**config.mk**
```make
export PLATFORM = sky130hd
export DESIGN_NAME = rx_deframer
export DESIGN_NICKNAME = d
export VERILOG_FILES = /design/src/rtl/rxdf_pkg.sv /design/src/rtl/rxdf_rst_sync.sv /design/src/rtl/rxdf_fmt_decode.sv /design/src/rtl/rxdf_strobe_gate.sv /design/src/rtl/rxdf_assembler.sv /design/src/rtl/rxdf_fsm.sv /design/src/rtl/rx_deframer.sv
export SDC_FILE = /design/constraint.sdc
export NUM_CORES = 1
export LEC_CHECK = 0
export BUFFER_PORTS_ARGS = -buffer_cell sky130_fd_sc_hd__buf_2
export CORE_ASPECT_RATIO = 0.7
export CORE_MARGIN = 2
export CORE_UTILIZATION = 60
export CTS_CLUSTER_DIAMETER = 60
export CTS_CLUSTER_SIZE = 8
export DETAILED_ROUTE_END_ITERATION = 10
export HOLD_SLACK_MARGIN = 0.06
export PLACE_DENSITY = 0.83
export SLEW_MARGIN = 5
export SYNTH_ARGS = -nofsm -noshare
export SYNTH_HDL_FRONTEND = slang
export SYNTH_SLANG_ARGS = --single-unit
```
**constraint.sdc**
```tcl
create_clock -name clk -period 1.9 [get_ports clk]
set_input_delay 0.285 -clock clk [delete_from_list [all_inputs] [get_ports clk]]
set_output_delay 0.285 -clock clk [all_outputs]
set_load 0.005 [all_outputs]
```
**src/rtl/rxdf_pkg.sv**
```systemverilog
package rxdf_pkg;

  typedef enum logic [1:0] {
    ST_HUNT = 2'd0,
    ST_DATA = 2'd1,
    ST_PAR  = 2'd2,
    ST_STOP = 2'd3
  } rx_state_e;

  typedef struct packed {
    logic eight;
    logic par_en;
    logic odd;
  } fmt_t;

  localparam int FMT_W = 3;

endpackage

```
**src/rtl/rxdf_rst_sync.sv**
```systemverilog
module rxdf_rst_sync #(
  parameter int STAGES = 2
) (
  input  logic clk,
  input  logic rst_n,
  output logic rst_n_sync
);

  logic [STAGES-1:0] sync_q;
  logic [STAGES-1:0] sync_d;

  always_comb begin
    sync_d = {sync_q[STAGES-2:0], 1'b1};
  end

  always_ff @(posedge clk or negedge rst_n) begin
    if (!rst_n) begin
      sync_q <= '0;
    end else begin
      sync_q <= sync_d;
    end
  end

  assign rst_n_sync = sync_q[STAGES-1];

endmodule

```
**src/rtl/rxdf_fmt_decode.sv**
```systemverilog
module rxdf_fmt_decode
  import rxdf_pkg::*;
(
  input  logic [FMT_W-1:0] fmt_code,
  output fmt_t             fmt
);

  always_comb begin
    fmt.eight  = fmt_code[2];
    fmt.par_en = ~fmt_code[2] | fmt_code[1];
    fmt.odd    = fmt_code[0];
  end

endmodule

```
**src/rtl/rxdf_strobe_gate.sv**
```systemverilog
module rxdf_strobe_gate #(
  parameter int             CNT_W     = 2,
  parameter int             DIV_W     = 2,
  parameter logic [DIV_W-1:0] SLOW_CODE = 2'b10
) (
  input  logic             clk,
  input  logic             rst_n,
  input  logic             soft_clr,
  input  logic             bit_stb,
  input  logic [DIV_W-1:0] rate_sel,
  output logic             go
);

  logic [CNT_W-1:0] cnt_q;
  logic [CNT_W-1:0] cnt_d;
  logic             cnt_en;
  logic             slow_mode;

  always_comb begin
    cnt_en    = soft_clr | bit_stb;
    cnt_d     = soft_clr ? '0 : cnt_q + CNT_W'(1);
    slow_mode = (rate_sel == SLOW_CODE);
    go        = bit_stb & ~soft_clr & (~slow_mode | (cnt_d == '0));
  end

  always_ff @(posedge clk or negedge rst_n) begin
    if (!rst_n) begin
      cnt_q <= '0;
    end else if (cnt_en) begin
      cnt_q <= cnt_d;
    end
  end

  AST_CNT_CLEARED: assert property (@(posedge clk) disable iff (!rst_n)
    soft_clr |=> (cnt_q == '0));

  AST_CNT_ADVANCES: assert property (@(posedge clk) disable iff (!rst_n)
    (bit_stb && !soft_clr) |=> (cnt_q == $past(cnt_q) + CNT_W'(1)));

endmodule

```
**src/rtl/rxdf_assembler.sv**
```systemverilog
module rxdf_assembler #(
  parameter int DATA_W = 8,
  localparam int CNT_W = $clog2(DATA_W)
) (
  input  logic              clk,
  input  logic              rst_n,
  input  logic              clear,
  input  logic              shift_en,
  input  logic              par_stb,
  input  logic              bit_val,
  input  logic              odd,
  output logic [DATA_W-1:0] shreg,
  output logic [CNT_W-1:0]  bit_cnt,
  output logic              perr
);

  logic [DATA_W-1:0] shreg_q, shreg_d;
  logic [CNT_W-1:0]  cnt_q, cnt_d;
  logic              acc_q, acc_d;
  logic              perr_q, perr_d;
  logic              upd_en;

  for (genvar i = 0; i < DATA_W; i++) begin : g_bit
    always_comb begin
      if (clear) begin
        shreg_d[i] = 1'b0;
      end else if (shift_en && (cnt_q == CNT_W'(i))) begin
        shreg_d[i] = bit_val;
      end else begin
        shreg_d[i] = shreg_q[i];
      end
    end
  end

  always_comb begin
    upd_en = clear | shift_en | par_stb;
    cnt_d  = cnt_q;
    acc_d  = acc_q;
    perr_d = perr_q;
    if (clear) begin
      cnt_d  = '0;
      acc_d  = 1'b0;
      perr_d = 1'b0;
    end else if (shift_en) begin
      cnt_d = cnt_q + CNT_W'(1);
      acc_d = acc_q ^ bit_val;
    end else if (par_stb) begin
      acc_d  = acc_q ^ bit_val;
      perr_d = (acc_q ^ bit_val) != odd;
    end
  end

  always_ff @(posedge clk or negedge rst_n) begin
    if (!rst_n) begin
      shreg_q <= '0;
      cnt_q   <= '0;
      acc_q   <= 1'b0;
      perr_q  <= 1'b0;
    end else if (upd_en) begin
      shreg_q <= shreg_d;
      cnt_q   <= cnt_d;
      acc_q   <= acc_d;
      perr_q  <= perr_d;
    end
  end

  assign shreg   = shreg_q;
  assign bit_cnt = cnt_q;
  assign perr    = perr_q;

  AST_ACC_EMPTY: assert property (@(posedge clk) disable iff (!rst_n)
    clear |=> (cnt_q == '0 && !perr_q && !acc_q && shreg_q == '0));

endmodule

```
**src/rtl/rxdf_fsm.sv**
```systemverilog
module rxdf_fsm
  import rxdf_pkg::*;
#(
  parameter int DATA_W = 8,
  localparam int CNT_W = $clog2(DATA_W)
) (
  input  logic             clk,
  input  logic             rst_n,
  input  logic             soft_clr,
  input  logic             go,
  input  logic             bit_val,
  input  fmt_t             fmt,
  input  logic [CNT_W-1:0] bit_cnt,
  output rx_state_e        state,
  output logic             shift_en,
  output logic             par_stb,
  output logic             done
);

  rx_state_e state_q, state_d;
  logic      last_bit;

  always_comb begin
    last_bit = fmt.eight ? (bit_cnt == CNT_W'(DATA_W - 1))
                         : (bit_cnt == CNT_W'(DATA_W - 2));
    state_d  = state_q;
    shift_en = 1'b0;
    par_stb  = 1'b0;
    done     = 1'b0;
    if (soft_clr) begin
      state_d = ST_HUNT;
    end else if (go) begin
      unique case (state_q)
        ST_HUNT: begin
          if (!bit_val) state_d = ST_DATA;
        end
        ST_DATA: begin
          shift_en = 1'b1;
          if (last_bit) state_d = fmt.par_en ? ST_PAR : ST_STOP;
        end
        ST_PAR: begin
          par_stb = 1'b1;
          state_d = ST_STOP;
        end
        ST_STOP: begin
          done    = 1'b1;
          state_d = ST_HUNT;
        end
        default: state_d = ST_HUNT;
      endcase
    end
  end

  always_ff @(posedge clk or negedge rst_n) begin
    if (!rst_n) begin
      state_q <= ST_HUNT;
    end else begin
      state_q <= state_d;
    end
  end

  assign state = state_q;

  AST_IDLE_IGNORED: assert property (@(posedge clk) disable iff (!rst_n)
    (state_q == ST_HUNT && go && bit_val && !soft_clr) |=> (state_q == ST_HUNT));

  AST_NO_STROBE_HOLD: assert property (@(posedge clk) disable iff (!rst_n)
    (!go && !soft_clr) |=> $stable(state_q));

  AST_CLEAR_TO_HUNT: assert property (@(posedge clk) disable iff (!rst_n)
    soft_clr |=> (state_q == ST_HUNT));

  AST_SINGLE_ACTION: assert property (@(posedge clk) disable iff (!rst_n)
    $countones({shift_en, par_stb, done}) <= 1);

endmodule

```
**src/rtl/rx_deframer.sv**
```systemverilog
module rx_deframer
  import rxdf_pkg::*;
#(
  parameter int DATA_W = 8,
  parameter int DIV_W  = 2,
  parameter int SKIP_W = 2,
  localparam int CNT_W = $clog2(DATA_W)
) (
  input  logic              clk,
  input  logic              rst_n,
  input  logic              soft_clr,
  input  logic              bit_stb,
  input  logic              bit_val,
  input  logic [FMT_W-1:0]  fmt_code,
  input  logic [DIV_W-1:0]  rate_sel,
  output logic              char_vld,
  output logic [DATA_W-1:0] char_data,
  output logic              par_err,
  output logic              frm_err
);

  logic              rst_ns;
  fmt_t              fmt;
  logic              go;
  logic [DATA_W-1:0] shreg;
  logic [CNT_W-1:0]  bit_cnt;
  logic              perr;
  rx_state_e         state;
  logic              shift_en;
  logic              par_stb;
  logic              done;
  logic              asm_clear;

  logic              vld_q, vld_d;
  logic [DATA_W-1:0] data_q, data_d;
  logic              perr_q, perr_d;
  logic              ferr_q, ferr_d;
  logic              out_en;

  rxdf_rst_sync #(.STAGES(2)) u_rst_sync (
    .clk        (clk),
    .rst_n      (rst_n),
    .rst_n_sync (rst_ns)
  );

  rxdf_fmt_decode u_fmt (
    .fmt_code (fmt_code),
    .fmt      (fmt)
  );

  rxdf_strobe_gate #(
    .CNT_W     (SKIP_W),
    .DIV_W     (DIV_W),
    .SLOW_CODE (DIV_W'(2))
  ) u_gate (
    .clk      (clk),
    .rst_n    (rst_ns),
    .soft_clr (soft_clr),
    .bit_stb  (bit_stb),
    .rate_sel (rate_sel),
    .go       (go)
  );

  rxdf_fsm #(.DATA_W(DATA_W)) u_fsm (
    .clk      (clk),
    .rst_n    (rst_ns),
    .soft_clr (soft_clr),
    .go       (go),
    .bit_val  (bit_val),
    .fmt      (fmt),
    .bit_cnt  (bit_cnt),
    .state    (state),
    .shift_en (shift_en),
    .par_stb  (par_stb),
    .done     (done)
  );

  assign asm_clear = soft_clr | done;

  rxdf_assembler #(.DATA_W(DATA_W)) u_asm (
    .clk      (clk),
    .rst_n    (rst_ns),
    .clear    (asm_clear),
    .shift_en (shift_en),
    .par_stb  (par_stb),
    .bit_val  (bit_val),
    .odd      (fmt.odd),
    .shreg    (shreg),
    .bit_cnt  (bit_cnt),
    .perr     (perr)
  );

  always_comb begin
    out_en = soft_clr | done;
    vld_d  = done & ~soft_clr;
    data_d = data_q;
    perr_d = perr_q;
    ferr_d = ferr_q;
    if (soft_clr) begin
      data_d = '0;
      perr_d = 1'b0;
      ferr_d = 1'b0;
    end else if (done) begin
      data_d = shreg;
      perr_d = perr;
      ferr_d = ~bit_val;
    end
  end

  always_ff @(posedge clk or negedge rst_ns) begin
    if (!rst_ns) begin
      vld_q <= 1'b0;
    end else begin
      vld_q <= vld_d;
    end
  end

  always_ff @(posedge clk or negedge rst_ns) begin
    if (!rst_ns) begin
      data_q <= '0;
      perr_q <= 1'b0;
      ferr_q <= 1'b0;
    end else if (out_en) begin
      data_q <= data_d;
      perr_q <= perr_d;
      ferr_q <= ferr_d;
    end
  end

  assign char_vld  = vld_q;
  assign char_data = data_q;
  assign par_err   = perr_q;
  assign frm_err   = ferr_q;

  AST_VLD_SINGLE: assert property (@(posedge clk) disable iff (!rst_ns)
    char_vld |=> !char_vld);

  AST_HANDOFF_IDLE: assert property (@(posedge clk) disable iff (!rst_ns)
    char_vld |-> (state == ST_HUNT));

  AST_OUT_HOLD: assert property (@(posedge clk) disable iff (!rst_ns)
    (!done && !soft_clr) |=> ($stable(char_data) && $stable(par_err) && $stable(frm_err)));

  AST_CLEAR_OUT: assert property (@(posedge clk) disable iff (!rst_ns)
    soft_clr |=> (!char_vld && char_data == '0 && !par_err && !frm_err));

endmodule

```
==> impl_metrics.toml, run 1 <==
[outcome]
status = "complete, no violations"

[global_routing]
antenna_found_initial = 0
grt_max_degree = 29
grt_use_met3_pct = 6.60
groute.layer.met1.usage_pct = 30.4
grt.busiest_layer = "met2"
grt_pass1_vias = 1147
track_usage_pct = 24.8
use_met2_pct = 41.0
overflow = 0
grt_pass1_wl_um = 5220

[power_and_ir_drop]
power_mw = 1.27
p_per_area_nw_per_um2 = 702
ir_drop_uv = 541
leakagePower_nw = 0.828

[clock_network]
h-tree-depth = 2
cts_tree = "built"
clkTransAtPathRegs_ns = 0.06
root_buffer = "clkbuf_8"
cts_buffer_depth = 2
clock_latency_ns = 0.28
cts_buffers = 5
clock-sinks = 30

[timing]
whs_ns = 0.232
fin_tns_setup_ns = 0
layout_min_cycle_time_ns = 1.78
fmax_mhz = 562
fin_skew_ns = 0.00444
finalHoldViolations = 0
slew_headroom_pct = 61.3
fin_crit_sh_pct = 93.6
setup_ws_ns = 0.121
drv_slew = 0
rsz0062_at_grt = "false"
final-setup-viol-count = 0
max_slew.worst_pin.slew_ns = 0.578

[finish]
fin_util_pct = 73.4
design_area_um2 = 1800
antennaDiodeCount = 0
synthToLayoutAreaGrowth_pct = 15.7
final-instance-count-excl-fill = 224
layout_common_cells = "30 x nand2_1, 30 x dfrtp_1, 20 x a21oi_1, 20 x buf_2"
drive_gt1_share_pct = 20.5
nNetsFinal = 209

[floorplanning]
rows = 15
die_w_um = 64.9
core-area_um2 = 2460
io_pins = 21
start_util_pct = 63.4
die_h_um = 46.7
die_area_um2 = 3030

[min_path]
worstHoldPathType = "flip-flop to asynchronous set/reset pin"

[synthesis]
synth_mux_area_share_pct = 0.642
synth_top_family_by_area = "simple AND/OR/NAND/NOR gates"
synth-adder-area-share_pct = 8.03
synth_cell_types = 37
syn_area_per_cell_um2 = 9.56
ys_seq_elements = 30
synth_xor_area_share_pct = 3.37
syn_nets = 183
syn_inst = 163
ys_warn_count = 0
yosys.area_share.simple_pct = 18.2
synth_area_um2 = 1560
synth-compound-area-share_pct = 16.9
seq_area_frac_synth_pct = 48.2

[flow_run]
drv_cap = 0

[routing]
viasPerCell = 5.50
ant_nets = 0
firstDrtPassIters = 4
drtIter0Drc = 107
drcViolationCount = 0
vias = 1231
wl_um = 3160
wire_per_inst_um = 14.1

[critical_path]
critPathBufInv = 3
path_cells = "inv_1 -> ha_2 -> inv_1 -> a211oi_4 -> buf_4 -> xnor2_1 -> nor2_2"
cp_slowest_stage_delay_ns = 0.43
crit_type = "flip-flop to flip-flop"
critical_path.top_delay_family = "flip-flops"
worst_path_most_repeated_cell = "inv_1"
critPathCaptureType = "flip-flop"
crit_arrival_ns = 1.93
crit_fanout = 7
cp.required_ns = 2.05
slowest_stage = "dfrtp_1"
crit_path_start_kind = "flip-flop"

[place]
gp_congestion = 0.942
port-buffer-count = 20
dpl_cell_area_um2 = 1680
place_inst = 213
pre_cts_ws_ns = 0.126
dp_hpwl_um = 2370
state kept, by name, summed over array words and instances (netlist names):
name and cells:
u_asm.shreg 8, u_asm.perr 1, u_asm.bit_cnt 3, u_asm.acc_q 1, char_data 8, frm_err 1
char_vld 1, u_gate.cnt_q 2, par_err 1, u_fsm.state 2, u_rst_sync.sync_q 2
synth_stat cells, drive strengths merged:
cell type / n / area, µm²
nand2: 31 / 119
nor2: 6 / 25.0
nor4: 1 / 6.26
o21ba: 1 / 10.0
nand4: 4 / 25.0
a31oi: 1 / 6.26
and2b: 2 / 15.0
xor2: 1 / 8.76
o21ai: 9 / 45.0
buf: 4 / 28.8
nor3: 2 / 10.0
o2111a: 1 / 11.3
clkbuf: 2 / 7.51
conb: 1 / 3.75
xnor2: 5 / 43.8
a2111oi: 1 / 15.0
ha: 10 / 125
nand2b: 4 / 32.5
inv: 9 / 33.8
a21boi: 1 / 7.51
a311o: 1 / 10.0
nand3b: 1 / 7.51
and2: 1 / 6.26
a211oi: 3 / 35.0
nand3: 5 / 25.0
o211ai: 3 / 22.5
a21oi: 20 / 100
dfrtp: 30 / 751
and3: 2 / 12.5
mux2i: 1 / 10.0
power breakdown:
group | internal [mW] | total, mW | leakage (nW) | switching, mW
clock | 0.291 | 0.516 | 0.0482 | 0.225
sequential | 0.648 | 0.657 | 0.413 | 0.00902
combinational | 0.0334 | 0.0944 | 0.367 | 0.0611
total | 0.972 | 1.27 | 0.828 | 0.295
cells by family (layout without fill, tap and decap cells):
logic type	count (synthesis)	after routing
adders and majority gates	10	10
buffers and inverters	15	42
and+or+nand+nor	59	59
xor gates and xnor gates	6	6
DFF	30	30
AOI/OAI and AO/OA	41	41
other	1	1
muxes	1	1
repair_timing:
item                       CTS  global route
buffers inserted             0             2
gates resized for setup      0             2
hold buffers                 1             0
setup endpoints to repair    0             2
hold endpoints to repair     2             0
metal layers:
layer,wire (µm),vias to the layer above
met5,0,-
met4,65,0
met3,185,7
met2,1450,42
met1,1460,576
li1,-,606
final timing paths:
| path | start | endpoint | slack (ns) | cells past startpoint |
|---|---|---|---|---|
| worst max-delay path | u_fsm.state[1] | u_asm.bit_cnt[0] | 0.12 | 7 |
| worst min-delay path | u_rst_sync.sync_q[1] | u_asm.shreg[6] | 0.23 | 1 |
| worst max register to register | u_fsm.state[1] | u_asm.bit_cnt[0] | 0.12 | 7 |
| worst min register to register | u_rst_sync.sync_q[1] | u_asm.shreg[6] | 0.23 | 1 |
| max in group asynchronous | u_rst_sync.sync_q[1] | u_fsm.state[1] | 1.41 | 1 |
| min in group clk | bit_stb | u_gate.cnt_q[0] | 0.34 | 3 |
layout make-up:
cell class | count | area (µm²)
Sequential cell | 30 | 751
Multi-Input combinational cell | 118 | 746
Fill cell | 172 | 654
Timing Repair Buffer | 25 | 140
Clock buffer | 7 | 86.3
Tap cell | 34 | 42.5
Inverter | 9 | 33.8
Clock inverter | 1 | 5.00
Power figures use the tool's default switching activity.
==> run 2: changes to the inputs <==
- SYNTH_HIERARCHICAL: unset -> 1
==> impl_metrics.toml, run 2 <==
[floorplanning]
io_pins = 21
die_area_um2 = 3020
core-area_um2 = 2460
die_h_um = 46.6
die_w_um = 64.9
rows = 15
start_util_pct = 63.3

[timing]
fmax_mhz = 553
whs_ns = 0.242
drv_slew = 0
layout_min_cycle_time_ns = 1.81
fin_crit_sh_pct = 95.2
final-setup-viol-count = 0
finalHoldViolations = 0
setup_ws_ns = 0.0909
fin_skew_ns = 0.00527

[power_and_ir_drop]
ir_drop_uv = 628
p_seq_share_pct = 48.2
p_int_mw = 1.07
p_per_area_nw_per_um2 = 757
combPwrFrac_pct = 6.0
power_mw = 1.36
p_sw_share_pct = 21.4
p_switching_mw = 0.290
leakagePower_nw = 0.902
pwr-share-clk_pct = 45.8

[synthesis]
syn_nets = 162
synth_cell_types = 31
synthFlopType = "dfrtp_1"
syn_inst = 142
synth_edf_count = 0
synth_xor_area_share_pct = 3.78
seq_area_frac_synth_pct = 48.2
ys_seq_elements = 30
yosysTopAreaCellShare_pct = 48.2
async_reset_ff_share_pct = 100
synth_mux_area_share_pct = 12.3
ys_top_cells_by_area = "dfrtp_1 48%, mux2i_1 12%, ha_1 8.0%, nor2_1 5.3%, nand3b_1 2.4%"
synth-compound-area-share_pct = 5.87
synth_top_family_by_area = "simple AND/OR/NAND/NOR gates"
synth-adder-area-share_pct = 8.04
yosys.area_share.simple_pct = 15.9
syn_area_per_cell_um2 = 11.0
synth_most_common_cell = "dfrtp_1"
synth_area_um2 = 1560
yosysTopAreaCell = "dfrtp_1"
synth_common_cells = "30 x dfrtp_1, 22 x nor2_1, 18 x mux2i_1, 10 x ha_1, 8 x inv_1"
ys_warn_count = 6

[critical_path]
crit_type = "flip-flop to flip-flop"
crit_fanout = 6
crit_path_start_kind = "flip-flop"
critPathCaptureType = "flip-flop"
path_cells = "nand2_1 -> a311oi_1 -> nor2b_1 -> and2_1 -> buf_4 -> mux2i_1 -> nor2_1"
slowest_stage = "dfrtp_1"
cp.required_ns = 2.07
r2r_cells = 7
crit_arrival_ns = 1.98
cp_slowest_stage_delay_ns = 0.40

[clock_network]
cts_buffers = 5
clkTransAtPathRegs_ns = 0.06
h-tree-depth = 2
cts_setup_buffers = 0
cts_buffer_depth = 2
cts_tree = "built"
clock-sinks = 30
clock_latency_ns = 0.29
root_buffer = "clkbuf_8"

[global_routing]
grt_pass1_wl_um = 4550
grt_pass1_vias = 1008
grt_max_degree = 29
track_usage_pct = 21.8
overflow = 0
antenna_found_initial = 0

[finish]
fin_util_pct = 72.9
synthToLayoutAreaGrowth_pct = 15.1
layout_common_cells = "30 x dfrtp_1, 22 x nor2_1, 20 x buf_2"
nNetsFinal = 187
design_area_um2 = 1790
drive_gt1_share_pct = 22.6
layout_commonest_cell = "dfrtp_1"
antennaDiodeCount = 0

[place]
dpl_cell_area_um2 = 1670
port-buffer-count = 20
gp_congestion = 0.802
pre_cts_ws_ns = 0.114
dp_hpwl_um = 2030

[flow_run]
drv_cap = 0

[min_path]
worstHoldPathType = "flip-flop to asynchronous set/reset pin"

[routing]
firstDrtPassIters = 4
ant_nets = 0
wire_per_inst_um = 14.3
viasPerCell = 5.14
drtIter0Drc = 69
vias = 1038
wl_um = 2880
drcViolationCount = 0

[outcome]
status = "complete, no violations"
-- run 2: cell count changes after synthesis, moves of 3 or more --
cell | previous run | this run
nor2_1 | 5 | 22
a21oi_1 | 20 | 4
nor2b_1 | 0 | 3
xnor2_1 | 5 | 2
o211ai_1 | 3 | 0
mux2i_1 | 1 | 18
nand3b_1 | 1 | 5
o21ai_0 | 9 | 1
nand2_1 | 30 | 5
nand4_1 | 4 | 0
-- run 2: final cells by class --
class,instances,area [µm²]
timing repair buffer,25,140
fill,192,667
clock buffer,5,68.8
inverter,8,30.0
clock inverter,3,40.0
multi-input combinational,97,719
tap,34,42.5
sequential,30,751
-- run 2: power groups by stage --
stage | clock network, mW | registers (mW) | logic, mW
2_1_floorplan | 0 | 0.672 | 0.0481
3_3_place_gp | 0 | 0.665 | 0.0766
3_5_place_dp | 0 | 0.666 | 0.0796
4_1_cts | 0.636 | 0.654 | 0.0818
5_1_grt | 0.668 | 0.655 | 0.0892
6_report | 0.621 | 0.654 | 0.0810
-- run 2: what timing repair did --
item / CTS / global route
hold buffers: 1 / 0
setup endpoints to repair: 0 / 8
gates resized for setup: 0 / 1
hold endpoints to repair: 2 / 0
-- run 2: metrics by stage --
step / TNS (ns) / cells
final: 0 / 202
after detailed placement: 0 / 193
after global routing: -0.0109 / 202
after floorplan: 0 / 142
after global placement: 0 / 193
after CTS: 0 / 202
-- run 2: metal layers --
layer | part of all wire [%] | vias up | wire (µm) | GRT usage, %
li1 | - | 512 | - | -
met1 | 46 | 504 | 1310 | 24.5
met2 | 49 | 18 | 1400 | 36.9
met3 | 4.4 | 4 | 127 | 10.3
met4 | 1.4 | 0 | 39 | 8.94
met5 | 0 | - | 0 | 0
-- run 2: final timing paths --
path | start | to | slack, ns
worst min-delay path | u_rst_sync/sync_q[1] | char_data[1] | 0.24
max in group asynchronous | u_rst_sync/sync_q[1] | u_asm/acc_q | 1.39
worst max-delay path | u_gate/cnt_q[0] | char_data[4] | 0.09
worst min register to register | u_rst_sync/sync_q[1] | char_data[1] | 0.24
min in group clk | bit_stb | u_gate/cnt_q[1] | 0.30
worst max register to register | u_gate/cnt_q[0] | char_data[4] | 0.09
-- run 2: logic make-up (layout without fill, tap and decap cells) --
logic type | count (synthesis) | after routing
other cells | 1 | 1
xor+xnor | 5 | 5
fa+ha+maj | 10 | 10
buf+inv | 15 | 41
compound gates | 12 | 12
mux | 19 | 19
simple gates | 50 | 50
flops | 30 | 30
-- run 2: critical path: cells and delay by family, from the launching register on --
kind	cells	cell delay (ns)
buf+inv	1	0.19
mux	1	0.23
compound gates	1	0.30
flops	1	0.40
simple gates	4	0.56
==> run 3: changes to the inputs <==
- CORE_ASPECT_RATIO: 0.7 -> unset
- CTS_BUF_LIST: unset -> sky130_fd_sc_hd__clkbuf_2
- GPL_ROUTABILITY_DRIVEN: unset -> 1
==> impl_metrics.toml, run 3 (synthesized netlist as in run 2, its figures left out) <==
[place]
place_inst = 190
gp_congestion = 0.742
dp_hpwl_um = 2020
dpl_cell_area_um2 = 1670
port-buffer-count = 20

[critical_path]
crit_start = "u_gate/cnt_q[0]"
cp.required_ns = 2.20
crit_fanout = 5
timing.rr.end = "frm_err"
crit_arrival_ns = 2.03
crit_path_start_kind = "flip-flop"
crit_type = "flip-flop to flip-flop"
r2r_cells = 7
r2r_slack_ns = 0.17
critPathCapture = "frm_err"
r2r_start = "u_gate/cnt_q[0]"
critPathCaptureType = "flip-flop"

[global_routing]
track_usage_pct = 22.6
grt_pass1_vias = 1035
grt_max_degree = 20
grt_pass1_wl_um = 4640
antenna_found_initial = 0
overflow = 0

[finish]
drive_gt1_share_pct = 24.7
layout_commonest_cell = "dfrtp_1"
nNetsFinal = 189
design_area_um2 = 1740
final-instance-count-excl-fill = 200
synthToLayoutAreaGrowth_pct = 12.1
layout_common_cells = "30 x dfrtp_1, 22 x nor2_1, 20 x buf_2"
antennaDiodeCount = 0

[timing]
fmax_mhz = 579
rsz0062_at_grt = "false"
fin_tns_setup_ns = 0
drv_slew = 0
layout_min_cycle_time_ns = 1.73
final-setup-viol-count = 0
finalHoldViolations = 0
fin_skew_ns = 0.0211
fin_crit_sh_pct = 90.9

[routing]
wire_per_inst_um = 13.9
drcViolationCount = 0
firstDrtPassIters = 4
vias = 1062
drtIter0Drc = 15
wl_um = 2770
ant_nets = 0
viasPerCell = 5.31

[power_and_ir_drop]
power_mw = 1.05
leakagePower_nw = 0.883
p_per_area_nw_per_um2 = 600
ir_drop_uv = 581

[clock_network]
clkTransAtPathRegs_ns = 0.17
clock_latency_ns = 0.38
clock-sinks = 30
h-tree-depth = 2
root_buffer = "clkbuf_2"
cts_buffer_depth = 2
cts_tree = "built"
cts_buffers = 5

[outcome]
status = "complete, no violations"

[flow_run]
drv_cap = 0

[floorplanning]
io_pins = 21
die_w_um = 54.9
die_area_um2 = 3020
rows = 18
die_h_um = 54.9
start_util_pct = 62.8
core-area_um2 = 2480

[min_path]
worstHoldPathType = "flip-flop to asynchronous set/reset pin"
run 3: cell count changes in the layout (fill, tap and decap cells not counted), sizes merged:
cell / previous run / this run
buf: 24 / 26
clkinvlp: 0 / 1
bufinv: 1 / 0
run 3: per-stage QoR:
step | hold WS [ns] | util [%] | setup slack, ns
2_1_floorplan | -0.0106 | - | 0.0691
3_3_place_gp | 0.0695 | 67.6 | 0.141
3_5_place_dp | 0.0739 | 67.6 | 0.0621
4_1_cts | 0.186 | 69.6 | 0.0435
5_1_grt | 0.201 | 70.4 | 0.0228
6_report | 0.162 | 70.4 | 0.172
run 3: layout make-up:
type | count | area (µm²)
clock buffers | 5 | 25.0
multi-input cells | 97 | 729
clock inverters | 3 | 16.3
flip-flops and latches | 30 | 751
inverters | 8 | 30.0
fillers | 199 | 733
well taps | 30 | 37.5
repair buffers | 27 | 155
run 3: layer usage:
metal  global-route usage (%)  part of all wire [%]  wire length [µm]  vias up
li1                         -                     -                 -      523
met1                     27.6                    42              1170      513
met5                        0                     0                 0        -
met4                     11.0                   1.6                44        0
met2                     37.3                    53              1460       19
met3                     5.65                   3.5                97        7
run 3: worst min path at each step:
| stage | start | end | slack (ns) | depth (start not counted) |
|---|---|---|---|---|
| 2_1_floorplan | rst_n | u_rst_sync/sync_q[0] | -0.01 | 0 |
| 3_3_place_gp | rst_n | u_rst_sync/sync_q[0] | 0.07 | 1 |
| 3_5_place_dp | rst_n | u_rst_sync/sync_q[1] | 0.07 | 1 |
| 4_1_cts | rst_n | u_rst_sync/sync_q[1] | 0.19 | 2 |
| 5_1_grt | rst_n | u_rst_sync/sync_q[0] | 0.20 | 2 |
| 6_report | u_rst_sync/sync_q[1] | char_data[7] | 0.16 | 0 |
run 3: power breakdown:
group	leakage [nW]	internal, mW	switching (mW)
clock network	0.0264	0.0837	0.224
registers	0.413	0.647	0.0109
logic	0.444	0.0371	0.0440
run 3: worst max-delay path: stages, from the launching register on:
cell and delay, ns:
dfrtp_1 0.41, nand2_1 0.07, a311oi_2 0.27, nor2b_2 0.21, and2_2 0.21, buf_4 0.15, or2b_1 0.23, a21oi_1 0.12
run 3: what timing repair did:
item                                    in CTS  in global routing
endpoints found under the setup margin       0                 23
buffers inserted                             0                  1
gates resized for setup                      0                  4
hold buffers                                 1                  0
hold endpoints to repair                     2                  0
